[src/rtl/act_sel_pkg.sv]
// Package: shared types and helpers for the activation source selector.
// Assumes the engine reports the outcome of the first transfer of a chain.
package act_sel_pkg;

    // Outcome reported by the transfer engine on completion.
    typedef struct packed {
        logic cnt_zero;   // transfer count reached zero
        logic rpt_mode;   // channel runs in repeat mode
        logic rpt_int;    // repeat-interrupt option set
    } xfer_outcome_t;

    // True when the outcome hands the source back to the interrupt path.
    function automatic logic outcome_disables(xfer_outcome_t o);
        return o.cnt_zero && (!o.rpt_mode || o.rpt_int);
    endfunction

endpackage

[src/rtl/act_en_bank.sv]
// Module: enable bit bank, one register per group of sources.
// Software writes a whole group at once; a hardware clear vector is
// applied after the write so a clear always wins over the written value.
// Assumes wr_grp values at or above N_GRP select no group.
module act_en_bank #(
    parameter int N_GRP = 7,
    parameter int GRP_W = 8,
    localparam int N_SRC     = N_GRP * GRP_W,
    localparam int GRP_SEL_W = (N_GRP > 1) ? $clog2(N_GRP) : 1
) (
    input  logic                 clk,
    input  logic                 rst_n,
    input  logic                 wr_en,
    input  logic [GRP_SEL_W-1:0] wr_grp,
    input  logic [GRP_W-1:0]     wr_data,
    input  logic [N_SRC-1:0]     hw_clr,
    output logic [N_SRC-1:0]     en
);

    for (genvar g = 0; g < N_GRP; g++) begin : g_grp
        logic             sel;
        logic [GRP_W-1:0] en_q;

        // Decode whether this group is the write target.
        assign sel = wr_en && (wr_grp == GRP_SEL_W'(g));

        // Group register: write first, then hardware clear overrides.
        always_ff @(posedge clk) begin
            if (!rst_n) begin
                en_q <= '0;
            end else begin
                en_q <= (sel ? wr_data : en_q) & ~hw_clr[g*GRP_W +: GRP_W];
            end
        end

        assign en[g*GRP_W +: GRP_W] = en_q;
    end

endmodule

[src/rtl/act_prio_arb.sv]
// Module: fixed-priority picker, lowest set index wins.
// Purely combinational; assumes the caller registers the result.
module act_prio_arb #(
    parameter int N_SRC = 56,
    localparam int IDX_W = (N_SRC > 1) ? $clog2(N_SRC) : 1
) (
    input  logic [N_SRC-1:0] cand,
    output logic             any,
    output logic [IDX_W-1:0] win
);

    // Scan from the top so the lowest set index is written last.
    always_comb begin
        any = 1'b0;
        win = '0;
        for (int i = N_SRC - 1; i >= 0; i--) begin
            if (cand[i]) begin
                any = 1'b1;
                win = IDX_W'(i);
            end
        end
    end

endmodule

[src/rtl/act_done_ctl.sv]
// Module: completion decoder. Turns an engine outcome into either an
// enable-bit clear or a peripheral flag-clear request for one source.
// Assumes idx is below N_SRC whenever fire is high.
module act_done_ctl
    import act_sel_pkg::*;
#(
    parameter int N_SRC = 56,
    parameter logic [N_SRC-1:0] FLAG_MASK = '0,
    localparam int IDX_W = (N_SRC > 1) ? $clog2(N_SRC) : 1
) (
    input  logic          fire,
    input  xfer_outcome_t outcome,
    input  logic [IDX_W-1:0] idx,
    output logic [N_SRC-1:0] en_clr,
    output logic [N_SRC-1:0] flag_req
);

    // Select the clear target for the served source.
    always_comb begin
        en_clr   = '0;
        flag_req = '0;
        if (fire) begin
            if (outcome_disables(outcome)) begin
                en_clr[idx] = 1'b1;
            end else begin
                flag_req[idx] = FLAG_MASK[idx];
            end
        end
    end

endmodule

[src/rtl/act_src_sel.sv]
// Module: top of the activation source selector. Routes each request
// either to the interrupt path or to the transfer engine, arbitrates
// among enabled requests while idle, and handles completion.
// Assumes done_i is only meaningful while busy_o is high.
module act_src_sel
    import act_sel_pkg::*;
#(
    parameter int N_GRP = 7,
    parameter int GRP_W = 8,
    parameter logic [N_GRP*GRP_W-1:0] FLAG_MASK = 56'h00_0000_0000_FFF0,
    localparam int N_SRC     = N_GRP * GRP_W,
    localparam int IDX_W     = (N_SRC > 1) ? $clog2(N_SRC) : 1,
    localparam int GRP_SEL_W = (N_GRP > 1) ? $clog2(N_GRP) : 1
) (
    input  logic                 clk,
    input  logic                 rst_n,
    input  logic [N_SRC-1:0]     req_i,
    input  logic                 cfg_we_i,
    input  logic [GRP_SEL_W-1:0] cfg_grp_i,
    input  logic [GRP_W-1:0]     cfg_wdata_i,
    output logic [N_SRC-1:0]     en_o,
    output logic [N_SRC-1:0]     irq_o,
    output logic                 act_start_o,
    output logic [IDX_W-1:0]     act_idx_o,
    output logic                 busy_o,
    input  logic                 done_i,
    input  logic                 done_cnt_zero_i,
    input  logic                 done_rpt_mode_i,
    input  logic                 done_rpt_int_i,
    output logic [N_SRC-1:0]     flag_clr_o
);

    logic [N_SRC-1:0] en;
    logic [N_SRC-1:0] en_clr;
    logic [N_SRC-1:0] flag_req;
    logic [N_SRC-1:0] flag_q;
    logic [N_SRC-1:0] cand;
    logic             any;
    logic [IDX_W-1:0] win;
    logic             busy_q;
    logic             start_q;
    logic [IDX_W-1:0] idx_q;
    logic             fire;
    xfer_outcome_t    outcome;

    act_en_bank #(.N_GRP(N_GRP), .GRP_W(GRP_W)) u_bank (
        .clk     (clk),
        .rst_n   (rst_n),
        .wr_en   (cfg_we_i),
        .wr_grp  (cfg_grp_i),
        .wr_data (cfg_wdata_i),
        .hw_clr  (en_clr),
        .en      (en)
    );

    // Candidates are requests routed to the transfer engine.
    assign cand = req_i & en;

    act_prio_arb #(.N_SRC(N_SRC)) u_arb (
        .cand (cand),
        .any  (any),
        .win  (win)
    );

    // Completion counts only while a source is being served.
    assign fire    = busy_q && done_i;
    assign outcome = '{cnt_zero: done_cnt_zero_i,
                       rpt_mode: done_rpt_mode_i,
                       rpt_int:  done_rpt_int_i};

    act_done_ctl #(.N_SRC(N_SRC), .FLAG_MASK(FLAG_MASK)) u_done (
        .fire     (fire),
        .outcome  (outcome),
        .idx      (idx_q),
        .en_clr   (en_clr),
        .flag_req (flag_req)
    );

    // Grant state: idle arbitration, hold while busy, release on done.
    always_ff @(posedge clk) begin
        if (!rst_n) begin
            busy_q  <= 1'b0;
            start_q <= 1'b0;
            idx_q   <= '0;
        end else begin
            start_q <= 1'b0;
            if (busy_q) begin
                if (done_i) begin
                    busy_q <= 1'b0;
                end
            end else if (any) begin
                busy_q  <= 1'b1;
                start_q <= 1'b1;
                idx_q   <= win;
            end
        end
    end

    // Flag-clear pulse register, one cycle after completion.
    always_ff @(posedge clk) begin
        if (!rst_n) begin
            flag_q <= '0;
        end else begin
            flag_q <= flag_req;
        end
    end

    assign en_o        = en;
    assign irq_o       = req_i & ~en;
    assign act_start_o = start_q;
    assign act_idx_o   = idx_q;
    assign busy_o      = busy_q;
    assign flag_clr_o  = flag_q;

endmodule

[config.mk]
export PLATFORM = sky130hd
export DESIGN_NAME = act_src_sel
export DESIGN_NICKNAME = d
export VERILOG_FILES = /design/src/rtl/act_sel_pkg.sv /design/src/rtl/act_en_bank.sv /design/src/rtl/act_prio_arb.sv /design/src/rtl/act_done_ctl.sv /design/src/rtl/act_src_sel.sv
export SDC_FILE = /design/constraint.sdc
export NUM_CORES = 1
export LEC_CHECK = 0
export ABC_AREA = 1
export CAP_MARGIN = 20
export CORE_UTILIZATION = 46
export DETAILED_ROUTE_END_ITERATION = 8
export PLACE_DENSITY = 0.87
export SLEW_MARGIN = 20
export SYNTH_ARGS = -nofsm -noshare
export SYNTH_HDL_FRONTEND = slang
export SYNTH_SLANG_ARGS = --single-unit
[constraint.sdc]
create_clock -name clk -period 6.78 [get_ports clk]
set_input_delay 1.356 -clock clk [delete_from_list [all_inputs] [get_ports clk]]
set_output_delay 1.356 -clock clk [all_outputs]
set_load 0.01 [all_outputs]
==> Yosys cells after proc, flatten, opt, wreduce, memory -nomap -nowiden <==
Memories as Yosys holds them, arrays and structs flattened. A register that Yosys moved wholly into a read port is not among the register bits.
Index checks and enable logic that the tools add are counted.
{ "totals": {"regBits": 120, "romBits": 64, "inputBits": 74, "word_cells": 186, "mem_count": 1} }
{ "mem_list": {"columns": ["name", "depth", "width", "read_ports", "rd_ports_with_merged_regs", "wr", "line_no", "text"], "rows": [
  ["(no name shown)", 64, 1, 1, 1, 0, "act_done_ctl.sv:26", "flag_req[idx] = FLAG_MASK[idx];"]
]} }
{ "op_classes": {"n_lt_le_gt_ge": 2, "n_eq_ne": 6, "muxes": 129, "bitwise_logic": 21, "reduce_logical": 16} }
{ "ops": {"columns": ["operator", "count"], "rows": [
  ["$mux 6", 58],
  ["$and 56x56->56", 3],
  ["$mux 56", 2],
  ["$mux 1", 61],
  ["$and 8x8->8", 7],
  ["$mux 8", 7],
  ["$not 56->56", 1],
  ["$not 8->8", 7],
  ["$logic_and 1x1->1", 10],
  ["$eq 3x3->1 const B", 3],
  ["$lt 6x7->1 const B", 1],
  ["$demux 1 s6", 1],
  ["$eq 3x2->1 const B", 2],
  ["$ge 6x1->1 const B", 1],
  ["$eq 3x1->1 const B", 1],
  ["$logic_not 3->1", 1],
  ["$not 1->1", 3],
  ["$reduce_or 3->1", 1],
  ["$reduce_and 2->1", 1],
  ["$reduce_or 2->1", 1],
  ["$logic_not 1->1", 1],
  ["$logic_or 1x1->1", 1]
]} }

==> Depth between registers and ports, before layout <==
Gate-level depths: netlist of run 1.
{ "depth": {"ltp_word": 60, "mapped_depth": 58, "depth_no_buf": 58} }

==> By module <==
Synthesis of run 1 repeated with hierarchy kept, for this count alone.
{ "unflattened": {"cells_unflattened": 1246, "hier_area_um2": 7164.4} }
{ "modules_own_cells": {"columns": ["mod", "n_inst", "cells_per_inst", "area_per_inst_um2"], "rows": [
  ["act_src_sel", 1, 447, 2752.6],
  ["act_en_bank", 1, 382, 2548.7],
  ["act_done_ctl", 1, 211, 1033.5],
  ["act_prio_arb", 1, 206, 829.5]
]} }

==> Worst setup path after synthesis of run 1 <==
Ideal clock, no wire load.
{ "synth_timing": {"path_kind": "input to register", "from": "in req_i[55]", "to": "reg idx_q[0], in the netlist act_idx_o[0]", "setup_ns": 0.131, "arrival_time_ns": 3.807, "t_required_ns": 6.649, "path_slack_ns": 2.842, "cell_stages": 58, "path_cell_list": "nand2_1 inv_1 nand2_1 nand2_1 nand2_1 nand2_1 nand2_1 nand2_1 nand2_1 nand2_1 nand2_1 nand2_1 nand2_1 nand2_1 nand2_1 nand2_1 nand2_1 nand2_1 (+22 left out) nand2_1 nand2_1 nand2_1 nand2_1 nand2_1 nand2_1 nand2_1 nand2_1 nand2_1 nand2_1 nand2_1 nand2_1 nand2_1 nand2_1 nand2_1 nand2_1 nand2_1 a21oi_2"} }
{ "synth_between": {"elab_chain_cells": 58, "elab_cells_between_ends": 114, "classes_between": "112 x mux; 1 x bitwise; 1 x reduce/logical"} }
{ "synth_rtl": {"columns": ["item", "line_no", "text"], "rows": [
  ["start, declared", "act_src_sel.sv:17", "input logic [N_SRC-1:0] req_i,"],
  ["$and 56x56->56 (*)", "act_src_sel.sv:57", "assign cand = req_i & en;"],
  ["$mux 1 (56 in series)", "act_prio_arb.sv:17", "if (cand[i]) begin"],
  ["$reduce_and 2->1 (no line)", null, null],
  ["end signal, assigned", "act_src_sel.sv:94", "idx_q <= win;"],
  ["end, declared", "act_src_sel.sv:42", "logic [IDX_W-1:0] idx_q;"]
]} }
Mark *: on every way between the ends. The rest lies on a longest branch, timed or not.
A chain may end at the register's enable or synchronous reset.

==> Worst setup path after layout of run 1 <==
Ends and elaborated chain as after synthesis.

==> out/metrics.cfg, run 1 <==
[outcome]
outcome=finished, final reports clean

[place]
dp_hpwl_um=15340
dpl.cell_count=1250
gp_congestion=0.9811
portBuffers=249

[critical_path]
crit_fanout=2
critPathKind=input port to flip-flop
reg2regPathDepth=58
arrival_ps=4750
r2r-start=u_bank.g_grp[6].en_q[7]$_SDFF_PN0_
r2r-end=act_idx_o[0]$_SDFFE_PN0N_
slowest_stage=clkdlybuf4s50_1
cp-end-kind=flip-flop
crit_required_ps=7120
rrSetupSlack_ps=3370
max_stage_delay_ps=470
startpoint_type=input port
critPathMostFrequentCell=nand2_1
worstSetupStartpoint=req_i[55]

[sta]
rsz0062_at_grt=no
slew_headroom_pct=24.76
finClkSkew_ps=11.37
worst_pin_slew_ps=1122
setup_viol=0
timing.final.hold_violations=0
setup-tns-final_ps=0
drv_slew=0
max_freq_mhz=227.1
final.period_utilization_pct=64.96
period_needed_ps=4404

[route]
vias_per_cell=5.390
drc_errors=0
first_pass_iters=6
vias=6915
post_drt_wl_per_cell_um=17.08
final_antenna_net_count=0
wirelength_um=21910
drt_iter0_markers=629

[global_routing]
busiest_layer=met2
antenna_found_initial=0
met1_usage_pct=39.08
gr-usage-met3_pct=11.62
grt_pass1_wl_um=32980
use_met2_pct=55.71
grt_pass1_vias=6321
grt-ovfl-total=0
grt_max_degree=57
grt_usage_pct=34.08

[hold_path]
hold_class=flip-flop to flip-flop
holdPathEnd=u_bank.g_grp[2].en_q[5]$_SDFF_PN0_
whs_path_depth=2
hold_start=u_bank.g_grp[2].en_q[5]$_SDFF_PN0_

[layout]
fin_cells=1283
insertedDiodeCount=0
nets=1197
syn2layout_area_growth_pct=58.77
drive_gt1_share_pct=8.715

[synthesis]
yosysWarnings=0
synth_area_leaders=dfxtp_1, nand2_1, nor2_1, inv_1, a21oi_1
post-synth-top-area-fraction_pct=42.64
netlist_area_um2=5680
syn_area_per_cell_um2=6.507
syn_inst=873
yosysUniqueCellTypes=24
ys_ff_latch=121
synth_top_cell_by_area=dfxtp_1
synth_nets=947
ys_seq_area_share_pct=42.64

[power_and_ir_drop]
power.density_nw_per_um2=239.1
max-vdd-ir-drop_mv=0.1586
p_leak_nw=3.854
total_power_w=0.002157

[clocking]
cts_tree=built
holdBufCountCts=0
htree_levels=4
worstSkewPairLatency_ps=420
cts_buffers=17
cts_setup_buffers=0
cts_repair_resize_count=0
clkSlewWorstSetupHoldPaths_ps=50
cts_buffer_depth=2
clock_sinks=121
clockRootBuffer=clkbuf_16

[die]
ioPinCount=250
coreArea_um2=12010
die_area_um2=12800
start_util_pct=47.29
die_height_um=113.1
die_x_um=113.1
rows=40

[flow_run]
drv_cap=0

[cells in the mapped netlist]
library cell,number
a211oi_1,3
a21oi_1,51
a21oi_2,1
a221oi_1,1
a31oi_1,2
buf_1,7
clkbuf_1,23
clkinv_1,1
dfxtp_1,121
inv_1,74
inv_2,10
nand2_1,218
nand2_2,32
nand2_4,8
nand3_1,37
nand4_1,4
nor2_1,189
nor3_1,23
nor4_1,1
o21ai_0,22
o21ai_1,35
o21bai_1,1
o221ai_1,7
o31ai_1,2
[power by group]
part | switching, W | internal (W)
Sequential | 0.0000260 | 0.000730
Clock | 0.000339 | 0.000681
Combinational | 0.000219 | 0.000161
Total | 0.000584 | 0.00157
[final cells by class]
cell class | instances | area [um^2]
Clock buffer | 21 | 470.5
Clock inverter | 11 | 191.4
Fill cell | 926 | 2993
Inverter | 85 | 319.1
Multi-Input combinational cell | 637 | 2849
Sequential cell | 121 | 2422
Tap cell | 147 | 183.9
Timing Repair Buffer | 261 | 2582
[cell families (layout without fill, tap and decap cells)]
group | Yosys count | in the layout | share of synthesized area [%]
flip-flops | 121 | 121 | 42.64
AND/OR/NAND/NOR | 512 | 512 | 37.84
AO/OA/AOI/OAI | 125 | 125 | 11.92
buffers and inverters | 115 | 378 | 7.599
[placed cells by master, fill, tap and decap left out, types with 2 or more instances in the layout]
| cell type | n |
|---|---|
| nor3_1 | 20 |
| nor3_2 | 3 |
| o21ai_0 | 22 |
| clkinvlp_4 | 3 |
| clkbuf_8 | 3 |
| clkbuf_16 | 17 |
| clkinv_2 | 2 |
| o21ai_1 | 35 |
| clkdlybuf4s50_1 | 249 |
| nand4_1 | 4 |
| nand2_1 | 218 |
| nand3_1 | 36 |
| inv_2 | 10 |
| a211oi_1 | 3 |
| nand2_4 | 8 |
| o31ai_1 | 2 |
| nor2_1 | 188 |
| o221ai_1 | 7 |
| bufinv_16 | 5 |
| buf_4 | 11 |
| inv_1 | 74 |
| a21oi_1 | 51 |
| dfxtp_1 | 121 |
| a31oi_1 | 2 |
| nand2_2 | 32 |
[worst max-delay path: cells and delay by family]
| family | cells | cell delay (ps) |
|---|---|---|
| simple gates | 56 | 2740 |
| compound gates | 1 | 110 |
| buf+inv | 2 | 530 |
[how the worst max path moves through the flow]
stage                                      to  slack [ps]  depth (start not counted)
floorplan           act_idx_o[0]$_SDFFE_PN0N_        2840                         58
global placement    act_idx_o[0]$_SDFFE_PN0N_        2030                         58
detailed placement  act_idx_o[0]$_SDFFE_PN0N_        1980                         59
CTS                 act_idx_o[0]$_SDFFE_PN0N_        2390                         59
global route        act_idx_o[0]$_SDFFE_PN0N_        1770                         59
finish              act_idx_o[0]$_SDFFE_PN0N_        2380                         59
[routing by layer]
metal  wire, um  up-vias
li1           -     3272
met1       8065     3076
met2      10120      483
met3       2668       84
met4       1052        0
met5          0        -
[per-stage QoR]
step	util (%)	setup slack (ps)	area, um^2	hold slack [ps]
6_report	75.08	2376	9019	509.1
3_3_place_gp	69.45	2025	8342	488.2
4_1_cts	74.96	2389	9004	504.5
2_1_floorplan	-	2842	5680	509.4
5_1_grt	75.08	1771	9019	526.0
3_5_place_dp	69.45	1981	8342	490.1
[state kept, by name, summed over array words and instances (netlist names), named ones only]
name               flops
flag_clr_o            56
u_bank.g_grp.en_q     56
act_idx_o              6
act_start_o            1
busy_o                 1
(Power assumes the default switching activity.)
==> inputs of run 2 (changes only) <==
--- a/config.mk
+++ b/config.mk
@@ -7,9 +7,9 @@
 export LEC_CHECK = 0
 export ABC_AREA = 1
 export CAP_MARGIN = 20
-export CORE_UTILIZATION = 46
+export CORE_UTILIZATION = 38
 export DETAILED_ROUTE_END_ITERATION = 8
-export PLACE_DENSITY = 0.87
+export PLACE_DENSITY = 0.77
 export SLEW_MARGIN = 20
 export SYNTH_ARGS = -nofsm -noshare
 export SYNTH_HDL_FRONTEND = slang
==> constraint.sdc (replaced) <==
create_clock -name clk -period 3.9 [get_ports clk]
set_input_delay 0.78 -clock clk [delete_from_list [all_inputs] [get_ports clk]]
set_output_delay 0.78 -clock clk [all_outputs]
set_load 0.01 [all_outputs]
==> out/metrics.cfg, run 2 (synthesis results as in run 1) <==
[critical_path]
max_stage_delay_ps=520
critPathMostFrequentCell=nand2_1
crit_required_ps=4240
crit_fanout=2
critPathBufInv=1
cp-end-kind=flip-flop
startpoint_type=input port
critPathKind=input port to flip-flop
crit_cells=51
cp_top_family=simple AND/OR/NAND/NOR gates
reg2regPathDepth=58
arrival_ps=3920
slowest_stage=clkdlybuf4s50_1

[power_and_ir_drop]
total_power_w=0.003535
p_leak_nw=3.920
clkPwrFrac_pct=44.5
power.density_nw_per_um2=390.2
max-vdd-ir-drop_mv=0.2782
power.share.sequential_pct=37.2
p_sw_w=0.0009719
sw_frac_of_total_pct=27.49
intPower_w=0.002563
p_comb_share_pct=18.3

[die]
die_area_um2=15440
start_util_pct=39.08
coreArea_um2=14530
die_height_um=124.3
die_x_um=124.3
ioPinCount=250
rows=44

[sta]
finClkSkew_ps=7.778
setup-tns-final_ps=0
slew_headroom_pct=30.44
worst_pin_slew_ps=1035
max_freq_mhz=279.4
drv_slew=0
rsz0062_at_grt=yes
final.period_utilization_pct=91.78
timing.final.hold_violations=0
setup_viol=0
period_needed_ps=3579

[layout]
nets=1202
final_common_cell=clkdlybuf4s50_1
syn2layout_area_growth_pct=59.47
drive_gt1_share_pct=9.833
mostFrequentLayoutCells=clkdlybuf4s50_1, nand2_1, nor2_1
insertedDiodeCount=0
fin_cells=1323
design_area_um2=9059
fin_util_pct=62.33

[clocking]
clkSlewWorstSetupHoldPaths_ps=60
cts_buffers=17
cts_buffer_depth=2
worstSkewPairLatency_ps=400
cts_tree=built
htree_levels=4
clock_sinks=121
clockRootBuffer=clkbuf_16

[flow_run]
drv_cap=0

[route]
final_antenna_net_count=0
drc_errors=0
drt_iter0_markers=543
vias_per_cell=5.075
vias=6714
first_pass_iters=5
post_drt_wl_per_cell_um=16.43
wirelength_um=21740

[place]
dp_hpwl_um=15920
portBuffers=249
gp_congestion=0.8694
dpl.cell_count=1292
dpl_cell_area_um2=8436

[hold_path]
whs_path_depth=2
hold_class=flip-flop to flip-flop

[global_routing]
grt_pass1_wl_um=33380
grt_usage_pct=27.87
grt_pass1_vias=6323
grt_max_degree=38
antenna_found_initial=0
grt-ovfl-total=0

[outcome]
outcome=finished, final reports clean

## run 2: power by group through the flow
stage	logic, W	registers, W	clock network (W)
6_report	0.000648	0.00132	0.00157
5_1_grt	0.000703	0.00132	0.00164
4_1_cts	0.000641	0.00131	0.00157
3_5_place_dp	0.000637	0.00134	0
3_3_place_gp	0.000631	0.00134	0
2_1_floorplan	0.000284	0.00134	0
## run 2: area by class of cell
| type | count | area [um^2] |
|---|---|---|
| Timing Repair Buffer | 266 | 2626 |
| Fill cell | 1328 | 5475 |
| Multi-Input combinational cell | 637 | 2869 |
| Tap cell | 184 | 230.2 |
| Clock inverter | 7 | 91.34 |
| Clock buffer | 23 | 498.0 |
| Sequential cell | 121 | 2425 |
| Inverter | 85 | 319.1 |
## run 2: final timing paths
path	from	to	slack, ps
max	req_i[47]	act_idx_o[0]$_SDFFE_PN0N_	320
min	u_bank.g_grp[6].en_q[6]$_SDFF_PN0_	u_bank.g_grp[6].en_q[6]$_SDFF_PN0_	500
max reg2reg	u_bank.g_grp[6].en_q[7]$_SDFF_PN0_	act_idx_o[0]$_SDFFE_PN0N_	400
min reg2reg	u_bank.g_grp[6].en_q[6]$_SDFF_PN0_	u_bank.g_grp[6].en_q[6]$_SDFF_PN0_	500
## run 2: metal layers
| layer | wire [um] | vias to the layer above | GRT usage (%) |
|---|---|---|---|
| li1 | - | 3278 | - |
| met1 | 8731 | 2978 | 34.15 |
| met2 | 10160 | 395 | 46.25 |
| met3 | 2057 | 63 | 6.615 |
| met4 | 790 | 0 | 12.47 |
| met5 | 0 | - | 0 |
## run 2: worst register-to-register path, delay by kind of cell, from the launching register on
kind | cells | cell delay, ps
buffers and inverters | 1 | 50
and+or+nand+nor | 56 | 2890
DFF | 1 | 400
AOI/OAI and AO/OA | 1 | 100
## run 2: stage by stage
step | worst slack (ps) | hold slack [ps]
2_1_floorplan | 538.4 | 509.4
3_3_place_gp | -326.5 | 493.0
3_5_place_dp | -358.6 | 500.7
4_1_cts | 46.75 | 510.7
5_1_grt | -199.1 | 515.7
6_report | 320.6 | 500.9
## run 2: repair_timing
| item | CTS | global route |
|---|---|---|
| hold buffers | 0 | 0 |
| gates resized for setup | 0 | 18 |
| buffers inserted | 0 | 1 |
| setup endpoints to repair | 0 | 1 |
==> inputs of run 3 (changes only) <==
--- a/config.mk
+++ b/config.mk
@@ -10,6 +10,7 @@
 export CORE_UTILIZATION = 38
 export DETAILED_ROUTE_END_ITERATION = 8
 export PLACE_DENSITY = 0.77
+export SKIP_LAST_GASP = 1
 export SLEW_MARGIN = 20
 export SYNTH_ARGS = -nofsm -noshare
 export SYNTH_HDL_FRONTEND = slang
==> results of run 3 <==
Same layout as run 2: the final DEF is identical, and so are final timing and power.
